File: config.mk
export PLATFORM = sky130hd
export DESIGN_NAME = clkdiv_seq
export DESIGN_NICKNAME = d
export VERILOG_FILES = /design/src/rtl/clkdiv_seq_pkg.sv /design/src/rtl/clkdiv_refr_table.sv /design/src/rtl/clkdiv_wait_timer.sv /design/src/rtl/clkdiv_seq.sv
export SDC_FILE = /design/constraint.sdc
export NUM_CORES = 1
export LEC_CHECK = 0
export BUFFER_PORTS_ARGS = -buffer_cell sky130_fd_sc_hd__buf_2
export CORE_ASPECT_RATIO = 1.75
export CORE_MARGIN = 4
export CORE_UTILIZATION = 30
export CTS_CLUSTER_DIAMETER = 150
export DETAILED_ROUTE_END_ITERATION = 16
export PLACE_DENSITY = 0.48
export SLEW_MARGIN = 20
export SYNTH_ARGS = -nofsm -noshare
export SYNTH_HDL_FRONTEND = slang
export SYNTH_SLANG_ARGS = --single-unit
File: constraint.sdc
create_clock -name clk -period 5.3 [get_ports clk]
set_input_delay 0.265 -clock clk [delete_from_list [all_inputs] [get_ports clk]]
set_output_delay 0.265 -clock clk [all_outputs]
set_load 0.05 [all_outputs]
File: src/rtl/clkdiv_seq_pkg.sv
`timescale 1ns/1ps
package clkdiv_seq_pkg;

    localparam int          NUM_RATIOS     = 5;
    localparam int          IDX_W          = 3;
    localparam int          SEL_W          = 3;
    localparam int          REFR_LSB       = 8;
    localparam int          REFR_W         = 7;
    localparam int          SREF_BIT       = 16;
    localparam int unsigned CLKS_PER_UNIT  = 64;
    localparam longint unsigned REFR_PERIOD_NS = 64'd7800;

    typedef enum logic [1:0] {ST_IDLE, ST_EXEC, ST_WAIT, ST_DONE} seq_state_e;
    typedef enum logic [1:0] {LEG_DOWN_TO_1, LEG_UP_FROM_1, LEG_GROW, LEG_SHRINK} leg_kind_e;
    typedef enum logic [2:0] {OP_SREF_OFF, OP_SEL_WR, OP_REFR_WR, OP_SREF_ON, OP_LEG_END} seq_op_e;

    // Divide ratio for a ratio index.
    function automatic int unsigned ratio_of(input logic [IDX_W-1:0] idx);
        case (idx)
            3'd1:    return 2;
            3'd2:    return 4;
            3'd3:    return 6;
            3'd4:    return 8;
            default: return 1;
        endcase
    endfunction

    // Divider select code for a ratio index.
    function automatic logic [SEL_W-1:0] sel_code(input logic [IDX_W-1:0] idx);
        case (idx)
            3'd1:    return 3'b001;
            3'd2:    return 3'b011;
            3'd3:    return 3'b010;
            3'd4:    return 3'b100;
            default: return 3'b000;
        endcase
    endfunction

    // Ratio index for a divider select code.
    function automatic logic [IDX_W-1:0] sel_to_idx(input logic [SEL_W-1:0] code);
        case (code)
            3'b001:  return 3'd1;
            3'b011:  return 3'd2;
            3'b010:  return 3'd3;
            3'b100:  return 3'd4;
            default: return 3'd0;
        endcase
    endfunction

    // Refresh count for a clock frequency and divide ratio, saturated to the field width.
    function automatic logic [REFR_W-1:0] refr_calc(input longint unsigned clk_hz,
                                                     input int unsigned     ratio);
        longint unsigned num;
        longint unsigned den;
        longint unsigned q;
        num = clk_hz * REFR_PERIOD_NS;
        den = 64'(CLKS_PER_UNIT) * 64'(ratio) * 64'd1_000_000_000;
        q   = num / den;
        if (q > 64'd127) q = 64'd127;
        return q[REFR_W-1:0];
    endfunction

    // Kind of one leg between two ratio indices.
    function automatic leg_kind_e leg_kind(input logic [IDX_W-1:0] from_idx,
                                           input logic [IDX_W-1:0] to_idx);
        if (from_idx == 3'd1 && to_idx == 3'd0) return LEG_DOWN_TO_1;
        if (from_idx == 3'd0 && to_idx == 3'd1) return LEG_UP_FROM_1;
        if (to_idx > from_idx)                  return LEG_GROW;
        return LEG_SHRINK;
    endfunction

    // Operation at a given step of a leg.
    function automatic seq_op_e leg_op(input leg_kind_e kind, input logic [1:0] step);
        case (kind)
            LEG_DOWN_TO_1: begin
                if (step == 2'd0) return OP_SREF_OFF;
                if (step == 2'd1) return OP_SEL_WR;
                if (step == 2'd2) return OP_REFR_WR;
                return OP_LEG_END;
            end
            LEG_UP_FROM_1: begin
                if (step == 2'd0) return OP_REFR_WR;
                if (step == 2'd1) return OP_SEL_WR;
                if (step == 2'd2) return OP_SREF_ON;
                return OP_LEG_END;
            end
            LEG_GROW: begin
                if (step == 2'd0) return OP_REFR_WR;
                if (step == 2'd1) return OP_SEL_WR;
                return OP_LEG_END;
            end
            default: begin
                if (step == 2'd0) return OP_SEL_WR;
                if (step == 2'd1) return OP_REFR_WR;
                return OP_LEG_END;
            end
        endcase
    endfunction

endpackage

File: src/rtl/clkdiv_refr_table.sv
`timescale 1ns/1ps
module clkdiv_refr_table
    import clkdiv_seq_pkg::*;
#(
    parameter longint unsigned CLK_HZ = 64'd500_000_000
) (
    input  logic [IDX_W-1:0]  idx,
    output logic [REFR_W-1:0] cnt
);

    logic [REFR_W-1:0] tbl [NUM_RATIOS];

    for (genvar i = 0; i < NUM_RATIOS; i++) begin : g_ent
        localparam logic [REFR_W-1:0] ENT_CNT = refr_calc(CLK_HZ, ratio_of(IDX_W'(i)));
        assign tbl[i] = ENT_CNT;
    end

    always_comb begin
        cnt = tbl[0];
        for (int k = 0; k < NUM_RATIOS; k++) begin
            if (idx == IDX_W'(k)) cnt = tbl[k];
        end
    end

endmodule

File: src/rtl/clkdiv_wait_timer.sv
`timescale 1ns/1ps
module clkdiv_wait_timer #(
    parameter int CNT_W = 18
) (
    input  logic             clk,
    input  logic             rst_n,
    input  logic             load,
    input  logic [CNT_W-1:0] load_val,
    output logic             busy
);

    logic [CNT_W-1:0] cnt_d, cnt_q;

    always_comb begin
        cnt_d = cnt_q;
        if (load)                cnt_d = load_val;
        else if (cnt_q != '0)    cnt_d = cnt_q - 1'b1;
    end

    always_ff @(posedge clk) begin
        if (!rst_n) cnt_q <= '0;
        else        cnt_q <= cnt_d;
    end

    assign busy = (cnt_q != '0);

    AST_TMR_LOAD_WHEN_IDLE: assert property (@(posedge clk) disable iff (!rst_n)
        load |-> !busy);

endmodule

File: src/rtl/clkdiv_seq.sv
`timescale 1ns/1ps
module clkdiv_seq
    import clkdiv_seq_pkg::*;
#(
    parameter longint unsigned           CLK_HZ       = 64'd500_000_000,
    parameter int                        MODE_W       = 16,
    parameter int                        MEM_W        = 32,
    parameter logic [MODE_W-SEL_W-1:0]   MODE_HI_RST  = '0,
    parameter int                        LOCK_CYCLES  = 16,
    parameter int                        DRAIN_MARGIN = 4
) (
    input  logic              clk,
    input  logic              rst_n,
    input  logic              req_valid,
    input  logic [2:0]        req_index,
    output logic              req_ready,
    output logic              done,
    output logic              err,
    output logic [MODE_W-1:0] mode_reg,
    output logic [MEM_W-1:0]  mem_ctl
);

    localparam int WAIT_MAX = int'(CLKS_PER_UNIT) * 2 * (2 ** REFR_W) * 8 + DRAIN_MARGIN + LOCK_CYCLES;
    localparam int WAIT_W   = $clog2(WAIT_MAX + 1);
    localparam logic [IDX_W-1:0]  MAX_IDX = IDX_W'(NUM_RATIOS - 1);
    localparam logic [IDX_W-1:0]  IDX_1   = IDX_W'(0);
    localparam logic [IDX_W-1:0]  IDX_2   = IDX_W'(1);
    localparam logic [REFR_W-1:0] RST_CNT = refr_calc(CLK_HZ, 1);
    localparam logic [MEM_W-1:0]  KEEP_MASK = ~(MEM_W'((2 ** REFR_W) - 1) << REFR_LSB)
                                              & ~(MEM_W'(1) << SREF_BIT);

    typedef struct packed {
        seq_state_e        st;
        leg_kind_e         kind;
        logic [1:0]        step;
        logic [IDX_W-1:0]  leg_old;
        logic [IDX_W-1:0]  leg_new;
        logic [IDX_W-1:0]  final_idx;
        logic              hop;
        logic              err;
        logic [MODE_W-1:0] mode;
        logic [MEM_W-1:0]  mctl;
    } seq_regs_t;

    seq_regs_t          r_d, r_q;
    logic               tmr_load;
    logic [WAIT_W-1:0]  tmr_val;
    logic               tmr_busy;
    logic [IDX_W-1:0]   cur_idx;
    logic [IDX_W-1:0]   plan_leg;
    logic [REFR_W-1:0]  new_cnt;
    logic [REFR_W-1:0]  old_cnt;
    logic [WAIT_W-1:0]  drain_len;
    logic               slow_leg;
    seq_op_e            op;

    clkdiv_refr_table #(.CLK_HZ(CLK_HZ)) u_refr_table (
        .idx (r_q.leg_new),
        .cnt (new_cnt)
    );

    clkdiv_wait_timer #(.CNT_W(WAIT_W)) u_wait_timer (
        .clk      (clk),
        .rst_n    (rst_n),
        .load     (tmr_load),
        .load_val (tmr_val),
        .busy     (tmr_busy)
    );

    assign cur_idx   = sel_to_idx(r_q.mode[SEL_W-1:0]);
    assign op        = leg_op(r_q.kind, r_q.step);
    assign old_cnt   = r_q.mctl[REFR_LSB +: REFR_W];
    assign slow_leg  = (r_q.kind == LEG_UP_FROM_1) || (r_q.kind == LEG_SHRINK);
    assign drain_len = WAIT_W'(CLKS_PER_UNIT * (32'(old_cnt) + 32'(new_cnt))
                               * ratio_of(r_q.leg_old) + 32'(DRAIN_MARGIN));

    always_comb begin
        r_d      = r_q;
        r_d.err  = 1'b0;
        tmr_load = 1'b0;
        tmr_val  = '0;
        plan_leg = '0;
        case (r_q.st)
            ST_IDLE: begin
                if (req_valid) begin
                    if (req_index > MAX_IDX) begin
                        r_d.err = 1'b1;
                    end else if (req_index == cur_idx) begin
                        r_d.st = ST_DONE;
                    end else begin
                        r_d.hop = ((cur_idx == IDX_1) && (req_index > IDX_2))
                               || ((cur_idx > IDX_2) && (req_index == IDX_1));
                        plan_leg      = r_d.hop ? IDX_2 : req_index;
                        r_d.leg_old   = cur_idx;
                        r_d.leg_new   = plan_leg;
                        r_d.final_idx = req_index;
                        r_d.kind      = leg_kind(cur_idx, plan_leg);
                        r_d.step      = 2'd0;
                        r_d.st        = ST_EXEC;
                    end
                end
            end
            ST_EXEC: begin
                case (op)
                    OP_SREF_OFF: begin
                        r_d.mctl[SREF_BIT] = 1'b0;
                        r_d.step = r_q.step + 2'd1;
                    end
                    OP_SREF_ON: begin
                        r_d.mctl[SREF_BIT] = 1'b1;
                        r_d.step = r_q.step + 2'd1;
                    end
                    OP_SEL_WR: begin
                        r_d.mode[SEL_W-1:0] = sel_code(r_q.leg_new);
                        r_d.step = r_q.step + 2'd1;
                        tmr_load = 1'b1;
                        tmr_val  = WAIT_W'(LOCK_CYCLES);
                        r_d.st   = ST_WAIT;
                    end
                    OP_REFR_WR: begin
                        r_d.mctl[REFR_LSB +: REFR_W] = new_cnt;
                        r_d.step = r_q.step + 2'd1;
                        if (slow_leg && !r_q.mctl[SREF_BIT]) begin
                            tmr_load = 1'b1;
                            tmr_val  = drain_len;
                            r_d.st   = ST_WAIT;
                        end
                    end
                    default: begin
                        if (r_q.hop) begin
                            r_d.leg_old = r_q.leg_new;
                            r_d.leg_new = r_q.final_idx;
                            r_d.kind    = leg_kind(r_q.leg_new, r_q.final_idx);
                            r_d.hop     = 1'b0;
                            r_d.step    = 2'd0;
                        end else begin
                            r_d.st = ST_DONE;
                        end
                    end
                endcase
            end
            ST_WAIT: begin
                if (!tmr_busy) r_d.st = ST_EXEC;
            end
            default: begin
                r_d.st = ST_IDLE;
            end
        endcase
    end

    always_ff @(posedge clk) begin
        if (!rst_n) begin
            r_q                          <= '0;
            r_q.mode                     <= {MODE_HI_RST, SEL_W'(0)};
            r_q.mctl[REFR_LSB +: REFR_W] <= RST_CNT;
        end else begin
            r_q <= r_d;
        end
    end

    assign req_ready = (r_q.st == ST_IDLE);
    assign done      = (r_q.st == ST_DONE);
    assign err       = r_q.err;
    assign mode_reg  = r_q.mode;
    assign mem_ctl   = r_q.mctl;

    AST_SEL_LEGAL: assert property (@(posedge clk) disable iff (!rst_n)
        (mode_reg[2:0] inside {3'b000, 3'b001, 3'b011, 3'b010, 3'b100}));
    AST_MODE_HI_KEEP: assert property (@(posedge clk) disable iff (!rst_n)
        $stable(mode_reg[MODE_W-1:SEL_W]));
    AST_MCTL_OTHER_KEEP: assert property (@(posedge clk) disable iff (!rst_n)
        $stable(mem_ctl & KEEP_MASK));
    AST_SEL_WR_LOCKS: assert property (@(posedge clk) disable iff (!rst_n)
        (r_q.st == ST_EXEC && op == OP_SEL_WR) |=> tmr_busy);
    AST_SREF_OFF_AT_DIV2: assert property (@(posedge clk) disable iff (!rst_n)
        $fell(mem_ctl[SREF_BIT]) |-> (mode_reg[2:0] == 3'b001));
    AST_SREF_ON_AT_DIV2: assert property (@(posedge clk) disable iff (!rst_n)
        $rose(mem_ctl[SREF_BIT]) |-> (mode_reg[2:0] == 3'b001));
    AST_NO_SKIP_DIV2: assert property (@(posedge clk) disable iff (!rst_n)
        ((mode_reg[2:0] != $past(mode_reg[2:0]))
         && (mode_reg[2:0] == 3'b000 || $past(mode_reg[2:0]) == 3'b000))
        |-> ((mode_reg[2:0] | $past(mode_reg[2:0])) == 3'b001));
    AST_ERR_QUIET: assert property (@(posedge clk) disable iff (!rst_n)
        err |-> ($stable(mode_reg) && $stable(mem_ctl) && req_ready && !done));
    AST_READY_DONE_EXCL: assert property (@(posedge clk) disable iff (!rst_n)
        !(req_ready && done));
    AST_DONE_PULSE: assert property (@(posedge clk) disable iff (!rst_n)
        done |=> !done);

endmodule

## Word level (Yosys, flattened, before mapping)

Index checks and enable logic that the tools add are counted.

| word-level totals | value |
|---|---|
| register bits after elaboration | 46 |
| bits of input ports | 6 |
| output and inout port bits | 51 |
| word-level logic and storage cells | 215 |

| cells by class | value |
|---|---|
| $add $sub $neg | 4 |
| $mul | 1 |
| $lt $le $gt $ge | 5 |
| equality and inequality tests | 37 |
| muxes and demuxes | 119 |
| bitwise operators | 2 |
| reduce and logical (&&, ||, !) cells | 35 |

Operators with widths:

| operator | count |
|---|---|
| 18-bit 2-to-1 mux | 4 |
| 1-bit 2-to-1 mux | 58 |
| 3-bit 2-to-1 mux | 19 |
| 2-bit 2-to-1 mux | 18 |
| 18-bit case mux with 2 select lines | 1 |
| 6-bit 2-to-1 mux | 5 |
| 3-bit by 2-bit equality test with 1-bit output (second input constant) | 8 |
| 3-bit case mux with 4 select lines | 2 |
| 3-bit by 1-bit equality test with 1-bit output (second input constant) | 7 |
| 10-bit case mux with 2 select lines | 1 |
| 18-bit by 3-bit adder with 18-bit output (second input constant) | 1 |
| 3-bit zero test | 6 |
| 18-bit nonzero test | 1 |
| 18-bit by 1-bit subtractor with 18-bit output (second input constant) | 1 |
| 17-bit 2-to-1 mux | 1 |
| 16-bit 2-to-1 mux | 1 |
| 4-bit case mux with 4 select lines | 1 |
| 14-bit 2-to-1 mux | 1 |
| 2-bit inequality test (second input constant) | 7 |
| 8-bit by 4-bit multiplier with 12-bit output | 1 |
| 2-bit case mux with 3 select lines | 2 |
| 6-bit AND reduction | 2 |
| 2-bit equality test (second input constant) | 5 |
| 10-bit 2-to-1 mux | 1 |
| 25 further kinds | 49 |

## Longest topological paths before layout

| depth | value |
|---|---|
| depth after elaboration | 31 |
| gate-level depth with buffers | 22 |
| mapped depth without buffers | 21 |

## Cells and area by module

A second synthesis with hierarchy kept.

| second synthesis, totals | value |
|---|---|
| cells, all modules | 601 |
| area, all modules | 4777.1 um^2 |

By module, submodules not included:

| module | times used | cells an instance | area each (um^2) | sequential area each (um^2) |
|---|---|---|---|---|
| clkdiv_seq | 1 | 455 | 3621.0 | 560.5 |
| clkdiv_wait_timer | 1 | 134 | 1077.3 | 360.3 |
| clkdiv_refr_table | 1 | 12 | 78.8 | 0.0 |

## Least setup slack after synthesis

No wires, ideal clock.

| timing path | value |
|---|---|
| path type | register -> register |
| start point | register r_q[53] (netlist name) |
| end point | register u_wait_timer.cnt_q[16] |
| library setup time | 70 ps |
| data arrival time | 4536 ps |
| required time | 5230 ps |
| slack | 694 ps |
| stages on the path, launching flop included | 22 |
| buffers on the path | 1 |
| period minus slack after synthesis | 4606 ps |
| path through | dfxtp_1 clkbuf_1 nor2_1 xnor2_1 ha_1 a21o_1 a21oi_1 o21bai_1 a21oi_1 xor2_1 nor2_1 fa_1 inv_1 fa_1 inv_1 ha_1 a21oi_1 o21ai_0 a21boi_0 o21ai_0 mux2_2 a21oi_1 |

| on the way | value |
|---|---|
| cells in the longest elaborated chain, start to end | 12 |
| elaborated cells between the ends (all ways) | 15 |
| classes of those cells | add/sub (2); mul (1); eq/ne (4); mux (8) |

RTL lines:

| item | RTL line | source |
|---|---|---|
| start, declared | clkdiv_seq.sv:45 | `seq_regs_t r_d, r_q;` |
| start signal, assigned | clkdiv_seq.sv:157 | `r_q <= r_d;` |
| 3-bit by 1-bit equality test with 1-bit output | clkdiv_refr_table.sv:21 | `if (idx == IDX_W'(k)) cnt = tbl[k];` |
| 6-bit 2-to-1 mux (3 in a row) | clkdiv_refr_table.sv:21 |  |
| 6-bit 2-to-1 mux (*) | clkdiv_refr_table.sv:21 |  |
| via new_cnt[1] | clkdiv_seq.sv:51 | `logic [REFR_W-1:0] new_cnt;` |
| 7-bit by 7-bit adder with 8-bit output (*) | clkdiv_seq.sv:74 | `assign drain_len = WAIT_W'(CLKS_PER_UNIT * (32'(old_cnt) + 32'(new_cnt))` |
| 8-bit by 4-bit multiplier with 12-bit output (*) | clkdiv_seq.sv:75 | `* ratio_of(r_q.leg_old) + 32'(DRAIN_MARGIN));` |
| 18-bit by 3-bit adder with 18-bit output (*) | clkdiv_seq.sv:75 |  |
| 18-bit 2-to-1 mux (*) | clkdiv_seq.sv:123 | `if (slow_leg && !r_q.mctl[SREF_BIT]) begin` |
| 18-bit case mux with 2 select lines (*) | clkdiv_seq.sv:104 | `case (op)` |
| 18-bit 2-to-1 mux (*) | clkdiv_seq.sv:83 | `case (r_q.st)` |
| 18-bit 2-to-1 mux (*) | clkdiv_wait_timer.sv:16 | `if (load) cnt_d = load_val;` |
| end signal, assigned | clkdiv_wait_timer.sv:22 | `else cnt_q <= cnt_d;` |
| end, declared | clkdiv_wait_timer.sv:12 | `logic [CNT_W-1:0] cnt_d, cnt_q;` |

Mark *: on every way through the listed nets, which the timed path passes. The rest lies on a longest branch.
A chain may end at the register's enable or synchronous reset.

## Worst setup path in the final report

| timing path | value |
|---|---|
| start point | register r_q[54] (netlist name) |
| end point | register u_wait_timer.cnt_q[16] |

Same word-level chain as after synthesis.

==> results.json <==
{
  "status": "completed",
  "clk_path_buf_depth": 2,
  "rows": 57,
  "yosysTopAreaCell": "dfxtp_1",
  "cp_max_fo": 7,
  "antenna_cells": 0,
  "synth_most_common_cell": "nor2_1",
  "multiInputGateArea_um2": 2860,
  "grt_first_pass_wirelength_um": 18000,
  "slowest_stage": "fa_1",
  "synth_top_area_frac": 0.214,
  "cp_num_buf_inv": 2,
  "path_clk_slew_ns": 0.07,
  "max_freq_mhz": 205,
  "skew_ns": 0.00624,
  "synthTopCellsByArea": "dfxtp_1 21%, ha_1 9.8%, buf_4 8.6%",
  "crit_path_cell_trace": "nor2_1 -> xnor2_2 -> ha_1 -> a21o_1 -> a21oi_1 -> o21bai_1 -> a21oi_1 -> xor2_1 -> nor2_1 -> fa_1 -> inv_1 -> fa_1 -> inv_1 -> ha_1 -> a21oi_1 -> o21ai_0 -> a21boi_0 -> o21ai_0 -> mux2_2 -> a21oi_1",
  "cp.arrival_ns": 5.10,
  "clock_latency_ns": 0.29,
  "drc_errors": 0,
  "gp_congestion": 0.869,
  "avgSynthCellArea_um2": 7.73,
  "setup_slack_ns": 0.419,
  "start_kind": "register",
  "synth-seq-cells": 45,
  "crit_end": "u_wait_timer.cnt_q[16]$_SDFFE_PN0P_",
  "hold_class": "in2reg",
  "core-area_um2": 13800,
  "worst_slew_pin_slew_ns": 1.01,
  "cts_setup_buffers": 0,
  "finalSetupViolations": 0,
  "crit_path_end_kind": "register",
  "critPathKind": "reg2reg",
  "die_h_um": 165,
  "rsz0062_at_grt": "no",
  "final.setup.tns_ns": 0,
  "worstReg2RegEnd": "u_wait_timer.cnt_q[16]$_SDFFE_PN0P_",
  "slew_headroom": 0.319,
  "p_per_area_nw_per_um2": 395,
  "h-tree-depth": 2,
  "grt_max_degree": 20,
  "synth_edf_count": 0,
  "die_w_um": 97.6,
  "nets": 582,
  "max_stage_delay_ns": 0.53,
  "drt.antenna.violating_nets": 0,
  "synthToLayoutAreaGrowth_pct": 4.13,
  "ff_latch_area_um2": 902,
  "gr-total-overflow": 0,
  "ys_top_cells_by_count": "66 x nor2_1, 48 x buf_4, 45 x dfxtp_1",
  "vias": 3610,
  "io_buffer_count": 18,
  "cts_hold_buf": 0,
  "ys_seq_area_frac": 0.214,
  "crit_cells": 20,
  "post_drt_wl_per_cell_um": 15.3,
  "drt_iter0_drc": 177,
  "post-dp-hpwl_um": 8420,
  "cp.required_ns": 5.52,
  "post-place-ws_ns": 0.365,
  "yosys_warnings": 0,
  "period_minus_slack_ns": 4.88,
  "synth_cell_types": 59,
  "timing.rr.start": "r_q[54]$_SDFFE_PN0P_",
  "first_pass_iters": 4,
  "grt_pass1_vias": 3635,
  "via_per_inst": 5.08,
  "syn_area_um2": 4210,
  "regMostFlops": "u_wait_timer.cnt_q",
  "fillers": 1513,
  "dieArea_um2": 16100,
  "ctsResizeCount": 0,
  "p_leak_uw": 0.00191,
  "cts_made_buffers": 5,
  "syn_inst": 545,
  "startpoint": "r_q[54]$_SDFFE_PN0P_",
  "totalWireLength_um": 10800,
  "critPathMostFrequentCell": "a21oi_1",
  "final_max_slew_viol_count": 0,
  "antenna_found_initial": 0,
  "cp_top_family": "adder cells",
  "r2r_cells": 20,
  "grt_util_all_layers": 0.137,
  "synth-main-ff-cell": "dfxtp_1",
  "drive_gt1_frac": 0.0807,
  "root_buffer": "clkbuf_16",
  "maxCapViolCount": 0,
  "clkSinkCount": 45,
  "finalHoldViolCount": 0,
  "r2r_setup_slack_ns": 0.42,
  "top_level_ports": 57,
  "vdd_drop_max_v": 0.000119,
  "fin_crit_sh": 0.921,
  "cts_tree": "yes",
  "start_util": 0.304,
  "largest_reg_flops": 18,
  "async_reset_ff_frac": 0
}
power by group:
part | switching (uW) | internal (uW) | total, uW
Sequential | 74.3 | 405 | 479
Clock | 139 | 236 | 374
Combinational | 550 | 330 | 880
Total | 764 | 970 | 1730
worst min-delay path: cells and delay by family:
kind          cells  cell delay, ns
buf+inv           1            0.11
simple gates      2            0.10
logic make-up after synthesis:
kind of cell | count (synthesis) | synth area share
AO/OA/AOI/OAI | 120 | 0.189
XOR/XNOR | 28 | 0.0582
adder cells (fa/ha/maj) | 44 | 0.150
buffers and inverters | 110 | 0.143
flip-flops | 45 | 0.214
multiplexers | 14 | 0.0339
other | 1 | 0.000890
AND/OR/NAND/NOR | 183 | 0.210
cell type report:
class / count / share of cell area
multi-input combinational: 427 / 0.652
sequential: 45 / 0.206
tap: 177 / 0.0505
clock buffer: 6 / 0.0317
inverter: 34 / 0.0291
timing repair buffer: 19 / 0.0223
clock inverter: 2 / 0.00856
placed cells by master, fill, tap and decap left out, drive strengths merged, types with 3 or more instances in the layout:
cell / synthesis / final
nor2: 66 / 66
dfxtp: 45 / 45
nand2: 39 / 39
conb: 1 / 38
inv: 33 / 33
ha: 33 / 33
a21oi: 32 / 32
o21ai: 19 / 19
buf: 53 / 19
xor2: 18 / 18
nor3: 15 / 15
mux2i: 12 / 12
fa: 11 / 11
a22oi: 10 / 10
xnor2: 10 / 10
o31ai: 10 / 10
nand2b: 9 / 9
nand3: 9 / 9
a211oi: 8 / 8
nor4: 8 / 8
a21o: 7 / 7
or2: 7 / 7
and2: 6 / 6
clkbuf: 23 / 6
o21bai: 5 / 5
nor2b: 5 / 5
o22ai: 5 / 5
a31oi: 4 / 4
or4: 3 / 3
a311oi: 3 / 3
nand3b: 3 / 3
a21boi: 3 / 3
a32oi: 3 / 3
or3b: 3 / 3
metrics by stage:
stage	util	total power (uW)	std cells	hold WS (ns)	area, um2
2_1_floorplan	-	1200	582	0.391	4350
3_3_place_gp	0.303	1350	702	0.476	4190
4_1_cts	0.316	1740	710	0.220	4370
5_1_grt	0.317	1870	710	0.251	4390
6_report	0.317	1730	710	0.231	4390
3_5_place_dp	0.303	1360	702	0.482	4190
worst min-delay path by stage:
stage	slack [ns]	depth (start not counted)	startpoint	end
final	0.23	3	req_valid	err$_SDFF_PN0_
after global routing	0.25	3	req_valid	err$_SDFF_PN0_
after floorplan	0.39	2	req_valid	err$_SDFF_PN0_
after detailed placement	0.48	2	u_wait_timer.cnt_q[12]$_SDFFE_PN0P_	u_wait_timer.cnt_q[12]$_SDFFE_PN0P_
after global placement	0.48	2	u_wait_timer.cnt_q[12]$_SDFFE_PN0P_	u_wait_timer.cnt_q[12]$_SDFFE_PN0P_
after CTS	0.22	3	req_valid	err$_SDFF_PN0_
metal layers:
metal / global-route usage / wire length [um] / vias to the layer above
li1: - / - / 1769
met3: 0.0118 / 306 / 15
met1: 0.146 / 4330 / 1751
met5: 0 / 0 / -
met2: 0.273 / 5950 / 75
met4: 0.0517 / 243 / 0
No activity file was read; power rests on OpenSTA's default activity.
